<file path="src/rtl/spm_pkg.sv">
`timescale 1ns/1ps
package spm_pkg;

  typedef enum logic [2:0] {
    MODE_GO      = 3'd0,
    MODE_READY   = 3'd1,
    MODE_IDLE    = 3'd2,
    MODE_STANDBY = 3'd3,
    MODE_STOP    = 3'd4
  } soc_mode_e;

  typedef enum logic [1:0] {
    REG_OFF  = 2'd0,
    REG_EFF  = 2'd1,
    REG_FULL = 2'd2
  } reg_mode_e;

  localparam logic [1:0] SS_OFF   = 2'b00;
  localparam logic [1:0] SS_SLEEP = 2'b01;

  // power-down depth: each value is one sequencing step
  localparam int LVL_W = 3;
  localparam logic [LVL_W-1:0] LVL_ON     = 3'd0;
  localparam logic [LVL_W-1:0] LVL_ISO_HP = 3'd2;
  localparam logic [LVL_W-1:0] LVL_STBY   = 3'd3;
  localparam logic [LVL_W-1:0] LVL_CLK_HE = 3'd4;
  localparam logic [LVL_W-1:0] LVL_ISO_HE = 3'd5;
  localparam logic [LVL_W-1:0] LVL_STOP   = 3'd6;

  typedef struct packed {
    soc_mode_e mode;
    logic      pll_en;
    logic      hfrc_en;
    reg_mode_e regm;
    logic      perf_clk_en;
    logic      perf_iso;
    logic      perf_pwr_en;
    logic      eff_clk_en;
    logic      eff_iso;
    logic      eff_pwr_en;
    logic      eff_mem_pwr;
  } pwr_ctl_t;

endpackage

</file>
<file path="src/rtl/spm_state_agg.sv">
`timescale 1ns/1ps
module spm_state_agg
  import spm_pkg::*;
#(
  parameter int NSS = 3
) (
  input  logic [2*NSS-1:0] ss_state,
  output logic             all_off,
  output logic             all_sleep,
  output logic             others_off,
  output logic             eff_off,
  output logic             perf_off
);
  logic [NSS-1:0] is_off;
  logic [NSS-1:0] is_sleep;

  for (genvar g = 0; g < NSS; g++) begin : g_ss
    assign is_off[g]   = (ss_state[2*g +: 2] == SS_OFF);
    assign is_sleep[g] = (ss_state[2*g +: 2] == SS_SLEEP);
  end

  assign all_off    = &is_off;
  assign all_sleep  = &is_sleep;
  assign others_off = &is_off[NSS-1:1];
  assign eff_off    = is_off[0];
  assign perf_off   = is_off[1];
endmodule

</file>
<file path="src/rtl/spm_seq.sv">
`timescale 1ns/1ps
module spm_seq
  import spm_pkg::*;
(
  input  logic             clk,
  input  logic             rst,
  input  logic             all_off,
  input  logic             others_off,
  input  logic             shared_busy,
  input  logic             lp_permit,
  input  logic             lp_deep,
  input  logic             any_wake,
  output logic [LVL_W-1:0] lvl_nxt
);
  logic [LVL_W-1:0] lvl_q;
  logic [LVL_W-1:0] goal_raw;
  logic [LVL_W-1:0] goal;
  logic             abort_q;
  logic             abort_d;
  logic             cancel;

  always_comb begin
    if (!lp_permit || shared_busy || abort_q || !others_off)
      goal_raw = LVL_ON;
    else if (all_off)
      goal_raw = lp_deep ? LVL_STOP : LVL_STBY;
    else if (lvl_q != LVL_ON)
      goal_raw = LVL_STBY;   // efficiency subsystem may run in standby
    else
      goal_raw = LVL_ON;

    cancel  = any_wake && (lvl_q < goal_raw);
    goal    = cancel ? LVL_ON : goal_raw;
    abort_d = lp_permit && (abort_q || cancel);

    if (lvl_q < goal)      lvl_nxt = lvl_q + LVL_W'(1);
    else if (lvl_q > goal) lvl_nxt = lvl_q - LVL_W'(1);
    else                   lvl_nxt = lvl_q;
  end

  always_ff @(posedge clk) begin
    if (rst) begin
      lvl_q   <= LVL_ON;
      abort_q <= 1'b0;
    end else begin
      lvl_q   <= lvl_nxt;
      abort_q <= abort_d;
    end
  end
endmodule

</file>
<file path="src/rtl/spm_ctl_dec.sv">
`timescale 1ns/1ps
module spm_ctl_dec
  import spm_pkg::*;
(
  input  logic [LVL_W-1:0] lvl,
  input  logic             all_off,
  input  logic             all_sleep,
  input  logic             eff_off,
  input  logic             ret_opt,
  output pwr_ctl_t         ctl
);
  always_comb begin
    ctl.pll_en      = (lvl == LVL_ON);
    ctl.perf_clk_en = (lvl == LVL_ON);
    ctl.perf_iso    = (lvl >= LVL_ISO_HP);
    ctl.perf_pwr_en = (lvl < LVL_STBY);
    ctl.hfrc_en     = (lvl < LVL_CLK_HE);
    ctl.eff_clk_en  = (lvl < LVL_CLK_HE);
    ctl.eff_iso     = (lvl >= LVL_ISO_HE);
    ctl.eff_pwr_en  = (lvl < LVL_STOP);
    ctl.eff_mem_pwr = (lvl < LVL_STBY) || ret_opt || !eff_off;

    if (lvl < LVL_STBY)      ctl.regm = REG_FULL;
    else if (lvl < LVL_STOP) ctl.regm = REG_EFF;
    else                     ctl.regm = REG_OFF;

    if (lvl == LVL_ON) begin
      if (all_sleep)    ctl.mode = MODE_READY;
      else if (all_off) ctl.mode = MODE_IDLE;
      else              ctl.mode = MODE_GO;
    end else if (lvl < LVL_STBY) begin
      ctl.mode = MODE_IDLE;
    end else if (lvl < LVL_STOP) begin
      ctl.mode = MODE_STANDBY;
    end else begin
      ctl.mode = MODE_STOP;
    end
  end
endmodule

</file>
<file path="src/rtl/spm_wake_route.sv">
`timescale 1ns/1ps
module spm_wake_route
  import spm_pkg::*;
#(
  parameter int W = 17
) (
  input  logic [LVL_W-1:0] lvl,
  input  logic             perf_off,
  input  logic [W-1:0]     src,
  output logic [W-1:0]     to_eff,
  output logic [W-1:0]     to_perf,
  output logic [W-1:0]     to_sec
);
  localparam logic [W-1:0] M_SER  = W'(3);    // I2C, UART
  localparam logic [W-1:0] M_MBX  = W'(16);   // mailbox
  localparam logic [W-1:0] M_STOP = ~(M_SER | M_MBX);

  always_comb begin
    to_eff  = '0;
    to_perf = '0;
    to_sec  = '0;
    if (lvl == LVL_STOP) begin
      to_sec = src & M_STOP;
    end else if (lvl >= LVL_STBY) begin
      to_eff = src & ~M_MBX;
    end else begin
      to_eff  = src;
      to_perf = perf_off ? (src & ~M_SER) : src;
    end
  end
endmodule

</file>
<file path="src/rtl/soc_pwr_mode_ctrl.sv">
`timescale 1ns/1ps
module soc_pwr_mode_ctrl
  import spm_pkg::*;
#(
  parameter int NSS   = 3,
  parameter int NGPIO = 8,
  parameter int NTMR  = 4
) (
  input  logic                      clk,
  input  logic                      rst,
  input  logic [2*NSS-1:0]          ss_state,
  input  logic                      shared_busy,
  input  logic                      lp_permit,
  input  logic                      lp_deep,
  input  logic                      ret_opt,
  input  logic                      wk_i2c,
  input  logic                      wk_uart,
  input  logic                      wk_cmp,
  input  logic                      wk_rtc,
  input  logic                      wk_mhu,
  input  logic [NGPIO-1:0]          wk_gpio,
  input  logic [NTMR-1:0]           wk_tmr,
  output logic [2:0]                soc_mode,
  output logic                      pll_en,
  output logic                      hfrc_en,
  output logic [1:0]                reg_mode,
  output logic                      perf_clk_en,
  output logic                      perf_iso,
  output logic                      perf_pwr_en,
  output logic                      eff_clk_en,
  output logic                      eff_iso,
  output logic                      eff_pwr_en,
  output logic                      eff_mem_pwr,
  output logic [5+NGPIO+NTMR-1:0]   wake_eff,
  output logic [5+NGPIO+NTMR-1:0]   wake_perf,
  output logic [5+NGPIO+NTMR-1:0]   wake_sec
);
  localparam int NWK = 5 + NGPIO + NTMR;
  localparam pwr_ctl_t CTL_RST = '{
    mode: MODE_GO, pll_en: 1'b1, hfrc_en: 1'b1, regm: REG_FULL,
    perf_clk_en: 1'b1, perf_iso: 1'b0, perf_pwr_en: 1'b1,
    eff_clk_en: 1'b1, eff_iso: 1'b0, eff_pwr_en: 1'b1, eff_mem_pwr: 1'b1};

  logic             all_off, all_sleep, others_off, eff_off, perf_off;
  logic [LVL_W-1:0] lvl_nxt;
  logic [NWK-1:0]   wk_src, r_eff, r_perf, r_sec;
  pwr_ctl_t         ctl_d, ctl_q;

  assign wk_src = {wk_tmr, wk_gpio, wk_mhu, wk_rtc, wk_cmp, wk_uart, wk_i2c};

  spm_state_agg #(.NSS(NSS)) u_agg (
    .ss_state   (ss_state),
    .all_off    (all_off),
    .all_sleep  (all_sleep),
    .others_off (others_off),
    .eff_off    (eff_off),
    .perf_off   (perf_off)
  );

  spm_seq u_seq (
    .clk         (clk),
    .rst         (rst),
    .all_off     (all_off),
    .others_off  (others_off),
    .shared_busy (shared_busy),
    .lp_permit   (lp_permit),
    .lp_deep     (lp_deep),
    .any_wake    (|wk_src),
    .lvl_nxt     (lvl_nxt)
  );

  spm_ctl_dec u_dec (
    .lvl       (lvl_nxt),
    .all_off   (all_off),
    .all_sleep (all_sleep),
    .eff_off   (eff_off),
    .ret_opt   (ret_opt),
    .ctl       (ctl_d)
  );

  spm_wake_route #(.W(NWK)) u_route (
    .lvl      (lvl_nxt),
    .perf_off (perf_off),
    .src      (wk_src),
    .to_eff   (r_eff),
    .to_perf  (r_perf),
    .to_sec   (r_sec)
  );

  always_ff @(posedge clk) begin
    if (rst) begin
      ctl_q     <= CTL_RST;
      wake_eff  <= '0;
      wake_perf <= '0;
      wake_sec  <= '0;
    end else begin
      ctl_q     <= ctl_d;
      wake_eff  <= r_eff;
      wake_perf <= r_perf;
      wake_sec  <= r_sec;
    end
  end

  assign soc_mode    = ctl_q.mode;
  assign pll_en      = ctl_q.pll_en;
  assign hfrc_en     = ctl_q.hfrc_en;
  assign reg_mode    = ctl_q.regm;
  assign perf_clk_en = ctl_q.perf_clk_en;
  assign perf_iso    = ctl_q.perf_iso;
  assign perf_pwr_en = ctl_q.perf_pwr_en;
  assign eff_clk_en  = ctl_q.eff_clk_en;
  assign eff_iso     = ctl_q.eff_iso;
  assign eff_pwr_en  = ctl_q.eff_pwr_en;
  assign eff_mem_pwr = ctl_q.eff_mem_pwr;
endmodule

</file>
<file path="config.mk">
export PLATFORM = sky130hd
export DESIGN_NAME = soc_pwr_mode_ctrl
export DESIGN_NICKNAME = d
export VERILOG_FILES = /design/src/rtl/spm_pkg.sv /design/src/rtl/spm_state_agg.sv /design/src/rtl/spm_seq.sv /design/src/rtl/spm_ctl_dec.sv /design/src/rtl/spm_wake_route.sv /design/src/rtl/soc_pwr_mode_ctrl.sv
export SDC_FILE = /design/constraint.sdc
export NUM_CORES = 1
export LEC_CHECK = 0
export CAP_MARGIN = 30
export CORE_MARGIN = 4
export CORE_UTILIZATION = 42
export CTS_CLUSTER_SIZE = 24
export DETAILED_ROUTE_END_ITERATION = 16
export HOLD_SLACK_MARGIN = 0.12
export PLACE_DENSITY = 0.87
export SLEW_MARGIN = 0
export SYNTH_ARGS = -nofsm -noshare
export SYNTH_HDL_FRONTEND = slang
export SYNTH_SLANG_ARGS = --single-unit
export TNS_END_PERCENT = 20
</file>
<file path="constraint.sdc">
create_clock -name clk -period 4.82 [get_ports clk]
set_input_delay 0.723 -clock clk [delete_from_list [all_inputs] [get_ports clk]]
set_output_delay 0.723 -clock clk [all_outputs]
set_load 0.03 [all_outputs]
</file>
# Word-level counts from Yosys, hierarchy flattened
# Cells that the tools add are included.
# word_totals
register_bits	67
word_cells	71
output_inout_bits	65
inputBits	29
# classes
addsub	2
reduce_logical	25
magnitude_cmp	9
n_eq_ne	4
mux	13
bitwise_logic	1
# op_table
operator	n
3-bit two-way mux	10
17-bit OR reduction	1
2-bit by 1-bit equality test with 1-bit output, second input constant	3
3-bit by 2-bit greater-or-equal comparator with 1-bit output, second input constant	2
2-bit logical NOT	3
1-bit logical OR	6
3-bit less-than comparator	2
3-bit less-than comparator, second input constant	2
3-bit AND reduction	2
2-bit OR reduction	3
2-bit two-way mux	2
4-bit OR reduction	1
3-bit by 1-bit adder with 3-bit output, second input constant	1
3-bit equality test, second input constant	1
3-bit greater-or-equal comparator, second input constant	1
3-bit > comparator	1
1-bit logical NOT	3
3-bit logical NOT	1
3-bit by 2-bit less-than comparator with 1-bit output, second input constant	1
3-bit nonzero test	1
3-bit OR reduction	1
3-bit by 1-bit subtractor with 3-bit output, second input constant	1
1-bit logical AND	2
2-bit AND reduction	1
2 further kinds	2

# Longest topological paths before layout
# Gate-level depths: netlist of run 1.
# logic_depth
word_depth	15
ltp_mapped	17
depth_no_buf	15

# By module
# A second synthesis of run 1 with hierarchy kept.
# hier_totals
cells_unflattened	277
area_unflattened_um2	2743.9
# modules_own_cells
module	n_inst	cells_per_inst	seq_area_each_um2	area_per_inst_um2
soc_pwr_mode_ctrl	1	143	1301.2	1771.7
spm_seq	1	50	80.1	425.4
spm_wake_route	1	59	0.0	395.4
spm_ctl_dec	1	19	0.0	111.4
spm_state_agg	1	6	0.0	40.0

# Worst setup path after synthesis of run 1
# No wires, ideal clock.
# synth_path
path_type	input port to flip-flop
start	in ss_state[3]
end	reg wake_perf[10]
arrival_ps	3524
n_path_buf	1
required_time_ps	4761
path_stages	14
setup_time_ps	59
slack_ps	1237
cell_sequence	nor4_2 -> nand4_1 -> ha_1 -> a21oi_1 -> o41ai_1 -> a31oi_1 -> or2_1 -> ha_1 -> a21oi_1 -> nand3_2 -> a21bo_4 -> a211oi_4 -> buf_4 -> and2_1
# synth_via
elab_chain_cells	13
elab_cells_between_ends	17
classes_between	order compare: 4; eq/ne: 1; mux: 5; reduce/logical: 7
# synth_rtl
item	line_no	rtl
start, declared	soc_pwr_mode_ctrl.sv:11	input logic [2*NSS-1:0] ss_state,
2-bit logical NOT (*)	spm_state_agg.sv:18	assign is_off[g] = (ss_state[2*g +: 2] == SS_OFF);
2-bit AND reduction	spm_state_agg.sv:24	assign others_off = &is_off[NSS-1:1];
1-bit logical NOT	spm_seq.sv:23	if (!lp_permit || shared_busy || abort_q || !others_off)
1-bit logical OR	spm_seq.sv:23	
3-bit two-way mux (*)	spm_seq.sv:23	
3-bit less-than comparator	spm_seq.sv:32	cancel = any_wake && (lvl_q < goal_raw);
1-bit logical AND	spm_seq.sv:32	
3-bit two-way mux (*)	spm_seq.sv:33	goal = cancel ? LVL_ON : goal_raw;
3-bit > comparator	spm_seq.sv:37	else if (lvl_q > goal) lvl_nxt = lvl_q - LVL_W'(1);
3-bit two-way mux	spm_seq.sv:37	
3-bit two-way mux (*)	spm_seq.sv:36	if (lvl_q < goal) lvl_nxt = lvl_q + LVL_W'(1);
3-bit by 2-bit greater-or-equal comparator with 1-bit output / 3-bit equality test (equally long branches)	spm_wake_route.sv:24, spm_wake_route.sv:22	
3-bit OR reduction (no line) (*)	-	
end signal, assigned	soc_pwr_mode_ctrl.sv:99	wake_perf <= r_perf;
end, declared	soc_pwr_mode_ctrl.sv:35	output logic [5+NGPIO+NTMR-1:0] wake_perf,
# Every way passes the cells marked *; elsewhere a longest branch is shown, timed or not.
# A chain may end at the register's enable or synchronous reset.

# Worst setup path after layout of run 1
# layout_path
start	in ss_state[3]
end	reg wake_perf[0]
# layout_via
elab_chain_cells	13
elab_cells_between_ends	17
classes_between	order compare: 4; eq/ne: 1; mux: 5; reduce/logical: 7
# layout_rtl
item	line_no
2-bit logical NOT (*)	spm_state_agg.sv:18
2-bit AND reduction	spm_state_agg.sv:24
1-bit logical NOT	spm_seq.sv:23
1-bit logical OR	spm_seq.sv:23
3-bit two-way mux	spm_seq.sv:23
3-bit less-than comparator	spm_seq.sv:32
1-bit logical AND	spm_seq.sv:32
3-bit two-way mux	spm_seq.sv:33
3-bit > comparator	spm_seq.sv:37
3-bit two-way mux	spm_seq.sv:37
3-bit two-way mux	spm_seq.sv:36
3-bit by 2-bit greater-or-equal comparator with 1-bit output / 3-bit equality test (equally long branches)	spm_wake_route.sv:24, spm_wake_route.sv:22
4-bit OR reduction (no line) (*)	-
# Marked as above.

==> summary.md, run 1 <==
| Metric | Value |
|---|---|
| WS Path Type | in -> reg |
| Vias in the first global route | 1948 |
| YS warnings | 0 |
| RR Startpoint | u_seq.lvl_q[0] |
| P&R area growth vs syn | 51.1% |
| Setup Viol. Count Final | 0 |
| Internal Power | 1.49 mW |
| Largest net degree at the start of global routing | 18 |
| Power share of the combinational group | 0.482 |
| Top-level I/O count | 94 |
| Final Critical Period | 4.39 ns |
| # hold bufs at CTS | 0 |
| Switch Pwr | 1.02 mW |
| DIE HEIGHT | 81.8 µm |
| Drt pass-1 iters | 4 |
| Met1 Usage GRT | 0.206 |
| PwrDens | 729 nW/µm² |
| Max incr delay on CP | 0.63 ns |
| Root buffer cell | clkbuf_8 |
| Ant diodes | 0 |
| Final hold vios | 0 |
| Detailed Place HPWL | 4.22 mm |
| Most used routing layer | met2 |
| Worst EP arrival | 4.68 ns |
| DRC | 0 |
| Leak | 1.38 nW |
| Synth Flop Type | dfxtp_1 |
| Netlist cell types | 48 |
| Via density | 5.14 |
| Mapped cell area | 2290 µm² |
| Die area | 6690 µm² |
| Element type at the critical path start | primary input |
| Slew headroom | 0.577 |
| CP max-delay cell | a211oi_4 |
| R2r endpoint | wake_perf[0] |
| Measured slew at the worst slew-check pin | 0.633 ns |
| CTS tree | yes |
| VDD IR max | 289 µV |
| Wirelength per Cell | 17.9 µm |
| Reg-to-reg setup timing slack | 0.73 ns |
| Synth Instances | 211 |
| Part of the power in registers | 0.292 |
| Max_cap viols | 0 |
| Post-CTS Setup Repair Bufs | 0 |
| IO Port Bufs | 90 |
| Tightest Hold Check Type | reg -> reg |
| Synthesized flop and latch total | 63 |
| Global-route wire length before repair | 10.0 mm |
| Async SR Flop Fraction | 0 |
| Crit-path max FO | 17 |
| Starting density of the core | 0.439 |
| Core area | 5200 µm² |
| Gr usage total | 0.204 |
| Setup TNS | 0 ns |
| Worst Skew | 0.00994 ns |
| Fmax | 228 MHz |
| Die width | 81.8 µm |
| Crit path top cell by count | ha_1 |
| Clock power share | 0.226 |
| # nets final | 340 |
| Syn avg cell area | 10.8 µm² |
| Critical Path Start | ss_state[3] |
| H-tree depth | 3 |
| Post-synth EDFFs | 0 |
| Final GP Congestion | 0.913 |
| Reg clk slew, reported paths | 0.07 ns |
| Cell Rows | 26 |
| Fraction of layout cells with a size suffix above 1 | 0.0844 |
| GR Util met2 | 0.368 |
| Initial antenna violation count | 0 |
| RSZ-0062 raised after global routing | no |
| Met3 Use GR | 0.0746 |
| Max clock buf depth | 2 |
| WL final | 6.76 mm |
| Final ANT Viol Nets | 0 |
| Post-synthesis sequential area ratio | 0.552 |
| Fin crit share | 0.911 |
| Total Power | 2.52 mW |
| Vias | 1942 |
| Clk_lat worst skew | 0.34 ns |
| CTS Buf Count | 9 |
| Hold Worst Slack | 0.503 ns |
| Clock Sinks | 63 |
| Slew Limit Fails | 0 |
| Sw Ratio | 0.406 |
| Fin util | 0.663 |
| Crit path capture | wake_perf[0] |
| Post_cts resized | 0 |
| Critical path, cell by cell | clkdlybuf4s50_1 -> nor4_2 -> nand4_1 -> ha_1 -> a21oi_1 -> o41ai_1 -> a31oi_1 -> or2_1 -> ha_1 -> a21o_1 -> o211ai_4 -> nand3b_2 -> a211oi_4 -> and3_1 |
| Reg2Reg Depth | 15 |
| Worst setup EP type | flip-flop |
| 1st-iter DRT viols | 84 |
| Worst EP required | 5.10 ns |
| Status | completed |
| GRT overflow | 0 |
[stage by stage]
step	area, µm²	std cells	setup slack (ns)
6_report	3450	378	0.428
5_1_grt	3450	378	0.0815
4_1_cts	3450	378	0.447
3_5_place_dp	3210	362	0.202
3_3_place_gp	3210	362	0.332
2_1_floorplan	2290	213	1.24
[worst min path at each step]
| stage | cells after the start | start | slack, ns | end |
|---|---|---|---|---|
| detailed placement | 1 | u_seq.abort_q | 0.49 | u_seq.abort_q |
| global placement | 1 | u_seq.abort_q | 0.50 | u_seq.abort_q |
| floorplan | 1 | u_seq.abort_q | 0.47 | u_seq.abort_q |
| finish | 1 | u_seq.abort_q | 0.50 | u_seq.abort_q |
| global route | 1 | u_seq.abort_q | 0.55 | u_seq.abort_q |
| CTS | 1 | u_seq.abort_q | 0.51 | u_seq.abort_q |
[synth_stat cells (3+ instances only)]
master | n | area share
dfxtp_1 | 63 | 0.55
and2_1 | 45 | 0.12
buf_4 | 8 | 0.026
ha_1 | 8 | 0.044
nor2_1 | 7 | 0.011
a31oi_1 | 6 | 0.016
nand2_1 | 6 | 0.0099
nand3_1 | 6 | 0.013
a21oi_1 | 5 | 0.011
inv_1 | 5 | 0.0082
and3_1 | 4 | 0.011
nor4_1 | 3 | 0.0082
[sequential cells by signal, summed over array words and instances (netlist names), 2 cells and up]
signal       count
wake_perf       17
wake_eff        16
wake_sec        14
soc_mode         3
u_seq.lvl_q      3
reg_mode         2
[per-layer routing]
metal,wire (µm),vias up
met5,0,-
li1,-,909
met1,2590,913
met2,3330,99
met4,226,0
met3,609,21
[layout make-up]
| type | instances | area, µm² |
|---|---|---|
| repair buffers | 90 | 901 |
| clock inverters | 7 | 120 |
| fillers | 356 | 1750 |
| flip-flops and latches | 63 | 1260 |
| multi-input cells | 134 | 941 |
| inverters | 5 | 18.8 |
| well taps | 70 | 87.6 |
| clock buffers | 9 | 124 |
[cells by family after synthesis]
| kind of cell | synth area share |
|---|---|
| adder cells (fa/ha/maj) | 0.0438 |
| AO/OA/AOI/OAI | 0.115 |
| other | 0.00164 |
| flip-flops | 0.552 |
| buffers and inverters | 0.0400 |
| XOR/XNOR | 0.00383 |
| AND/OR/NAND/NOR | 0.244 |
[power by group through the flow]
stage | clock network, mW | logic [mW] | registers, mW
floorplan | 0 | 0.541 | 0.988
global placement | 0 | 1.15 | 0.740
detailed placement | 0 | 1.17 | 0.740
CTS | 0.569 | 1.21 | 0.735
global route | 0.587 | 1.29 | 0.746
finish | 0.569 | 1.21 | 0.736
[worst max-delay path, delay by kind of cell]
kind | cells | cell delay (ns)
simple gates | 5 | 1.22
buf+inv | 1 | 0.45
compound gates | 6 | 1.65
fa+ha+maj | 2 | 0.64
[cells in the final DEF (no fill, tap or decap), drive strengths merged, types with 2 or more instances in the layout]
| cell type | synthesis | layout |
|---|---|---|
| a211o | 2 | 2 |
| a211oi | 3 | 3 |
| a21o | 2 | 2 |
| a21oi | 5 | 5 |
| a31oi | 7 | 7 |
| and2 | 45 | 45 |
| and3 | 4 | 4 |
| and3b | 2 | 2 |
| bufinv | 0 | 3 |
| clkbuf | 2 | 9 |
| clkdlybuf4s50 | 0 | 90 |
| clkinv | 0 | 2 |
| conb | 1 | 3 |
| dfxtp | 63 | 63 |
| ha | 8 | 8 |
| inv | 5 | 6 |
| nand2 | 6 | 6 |
| nand3 | 7 | 7 |
| nand3b | 2 | 2 |
| nand4 | 2 | 2 |
| nor2 | 7 | 7 |
| nor4 | 4 | 4 |
| o211ai | 3 | 3 |
| o22ai | 2 | 2 |
| or2 | 4 | 4 |
Note: power is estimated with default switching activity, not from simulation.
==> run 2: changes to the inputs <==
CTS_CLUSTER_SIZE = 20   (was 24)
PLACE_DENSITY = not set   (was 0.87)
PLACE_DENSITY_LB_ADDON = 0.25   (was not set)
==> summary.md, run 2 (synthesis results as in run 1) <==
| Metric | Value |
|---|---|
| Vias | 1811 (-6.7%) |
| 1st-iter DRT viols | 43 (-49%) |
| GRT overflow | 0 (unchanged) |
| PwrDens | 677 nW/µm² (-7.1%) |
| Most common cell after layout, fill and taps aside | clkdlybuf4s50_1 |
| Worst EP arrival | 4.54 ns (-0.14 ns) |
| Cell Rows | 26 (unchanged) |
| Ant diodes | 0 (unchanged) |
| Worst setup EP type | flip-flop |
| Leak | 1.35 nW (-1.8%) |
| Worst EP required | 5.09 ns (about the same) |
| Largest reg by FF count | wake_perf |
| Via density | 4.78 (-7.0%) |
| Most used routing layer | met2 |
| WL final | 5.26 mm (-22%) |
| Total Power | 2.29 mW (-8.8%) |
| Biggest regs | wake_perf (17), wake_eff (16), wake_sec (14) |
| RSZ-0062 raised after global routing | no |
| Setup Viol. Count Final | 0 (unchanged) |
| Final hold vios | 0 (unchanged) |
| Max clock buf depth | 2 (unchanged) |
| Max_cap viols | 0 (unchanged) |
| Fmax | 234 MHz (+2.9%) |
| Setup TNS | 0 ns (unchanged) |
| # placed instances | 363 (+0.28%) |
| Drt pass-1 iters | 4 (unchanged) |
| Global-route wire length before repair | 8.34 mm (-17%) |
| Measured slew at the worst slew-check pin | 0.681 ns (+0.0481 ns) |
| Final ANT Viol Nets | 0 (unchanged) |
| Slew headroom | 0.545 (-0.0321) |
| Clk_lat worst skew | 0.33 ns (about the same) |
| Initial antenna violation count | 0 (unchanged) |
| Commonest cells after routing, fill and taps aside | clkdlybuf4s50_1, dfxtp_1, and2_1 |
| Fraction of layout cells with a size suffix above 1 | 0.0874 (+0.00296) |
| Fin crit share | 0.886 (-0.0256) |
| Largest register FFs | 17 (unchanged) |
| H-tree depth | 3 (unchanged) |
| DRC | 0 (unchanged) |
| GR Util met2 | 0.284 (-0.0840) |
| Non-Filler Instances | 379 (+0.26%) |
| Core area | 5200 µm² (unchanged) |
| Reg clk slew, reported paths | 0.06 ns (about the same) |
| Detailed Place HPWL | 4.02 mm (-4.6%) |
| P&R area growth vs syn | 48.3% |
| Slew Limit Fails | 0 (unchanged) |
| Clock Sinks | 63 (unchanged) |
| Top-level I/O count | 94 (unchanged) |
| Die width | 81.8 µm (unchanged) |
| Root buffer cell | clkbuf_8 |
| VDD IR max | 396 µV (+37%) |
| DIE HEIGHT | 81.8 µm (unchanged) |
| Element type at the critical path start | primary input |
| Worst Skew | 0.00688 ns (-0.00307 ns) |
| Largest net degree at the start of global routing | 18 (unchanged) |
| Met1 Usage GRT | 0.193 (-0.0137) |
| Reg-to-reg setup timing slack | 0.78 ns (+0.05 ns) |
| WS Path Type | in -> reg |
| Post_cts resized | 0 (unchanged) |
| # nets final | 341 (+0.29%) |
| Vias in the first global route | 1741 (-11%) |
| Gr usage total | 0.168 (-0.0360) |
| Wirelength per Cell | 13.9 µm (-22%) |
| Hold Worst Slack | 0.517 ns (+0.0144 ns) |
| Status | completed |
| Tightest Hold Check Type | reg -> reg |
| Crit-path max FO | 16 (-1) |
| # hold bufs at CTS | 0 (unchanged) |
| CTS tree | yes |
| Final Critical Period | 4.27 ns (-0.123 ns) |
| Post-CTS Setup Repair Bufs | 0 (unchanged) |
| CTS Buf Count | 9 (unchanged) |
| Final GP Congestion | 0.805 (-12%) |
| Die area | 6690 µm² (unchanged) |
| IO Port Bufs | 90 (unchanged) |
| Filler cells | 421 (+18%) |
| Starting density of the core | 0.439 (unchanged) |
| Met3 Use GR | 0.0548 (-0.0197) |
==> run 2: cell types whose count changed in the layout (fill, tap and decap cells not counted) <==
cell	before	now
bufinv_16	3	0
buf_4	0	1
clkinv_2	1	3
clkinv_4	1	2
==> run 2: metal layers <==
| layer | wire [µm] | vias to the layer above |
|---|---|---|
| met3 | 343 | 10 |
| li1 | - | 914 |
| met5 | 0 | - |
| met2 | 2560 | 64 |
| met1 | 2240 | 823 |
| met4 | 118 | 0 |
==> run 2: power by group <==
part           leakage, nW  total [mW]  internal [mW]  switching (mW)
clock               0.0894       0.390          0.187           0.204
combinational        0.744        1.18          0.480           0.697
sequential           0.518       0.727          0.668          0.0593
total                 1.35        2.29           1.33           0.960
==> run 2: area by class of cell <==
class / instances / area (µm²) / area share
Multi-Input combinational cell: 134 / 941 / 0.278
Sequential cell: 63 / 1260 / 0.372
Inverter: 5 / 18.8 / 0.00554
Clock buffer: 9 / 124 / 0.0365
Tap cell: 70 / 87.6 / 0.0258
Timing Repair Buffer: 91 / 908 / 0.268
Clock inverter: 7 / 48.8 / 0.0144
==> run 2: final timing paths <==
path	depth (start not counted)	startpoint	end
max	14	ss_state[3]	wake_eff[0]
min	1	u_seq.abort_q	u_seq.abort_q
max reg2reg	15	u_seq.lvl_q[0]	wake_eff[0]
min reg2reg	1	u_seq.abort_q	u_seq.abort_q
==> run 2: metrics by stage <==
| step | util | setup WS, ns | cell area [µm²] |
|---|---|---|---|
| after floorplan | - | 1.24 | 2290 |
| after global placement | 0.618 | 0.373 | 3220 |
| after detailed placement | 0.618 | 0.210 | 3220 |
| after CTS | 0.651 | 0.536 | 3390 |
| after global routing | 0.651 | 0.197 | 3390 |
| final | 0.651 | 0.551 | 3390 |
==> run 2: worst max-delay path, cell delays in order <==
cell             delay, ns
clkdlybuf4s50_1       0.46
nor4_2                0.39
nand4_1               0.17
ha_1                  0.34
a21oi_1               0.18
o41ai_1               0.12
a31oi_1               0.22
or2_1                 0.14
ha_1                  0.28
a21oi_1               0.28
nand3_2               0.15
a21bo_4               0.27
a31oi_2               0.59
and2_1                0.22
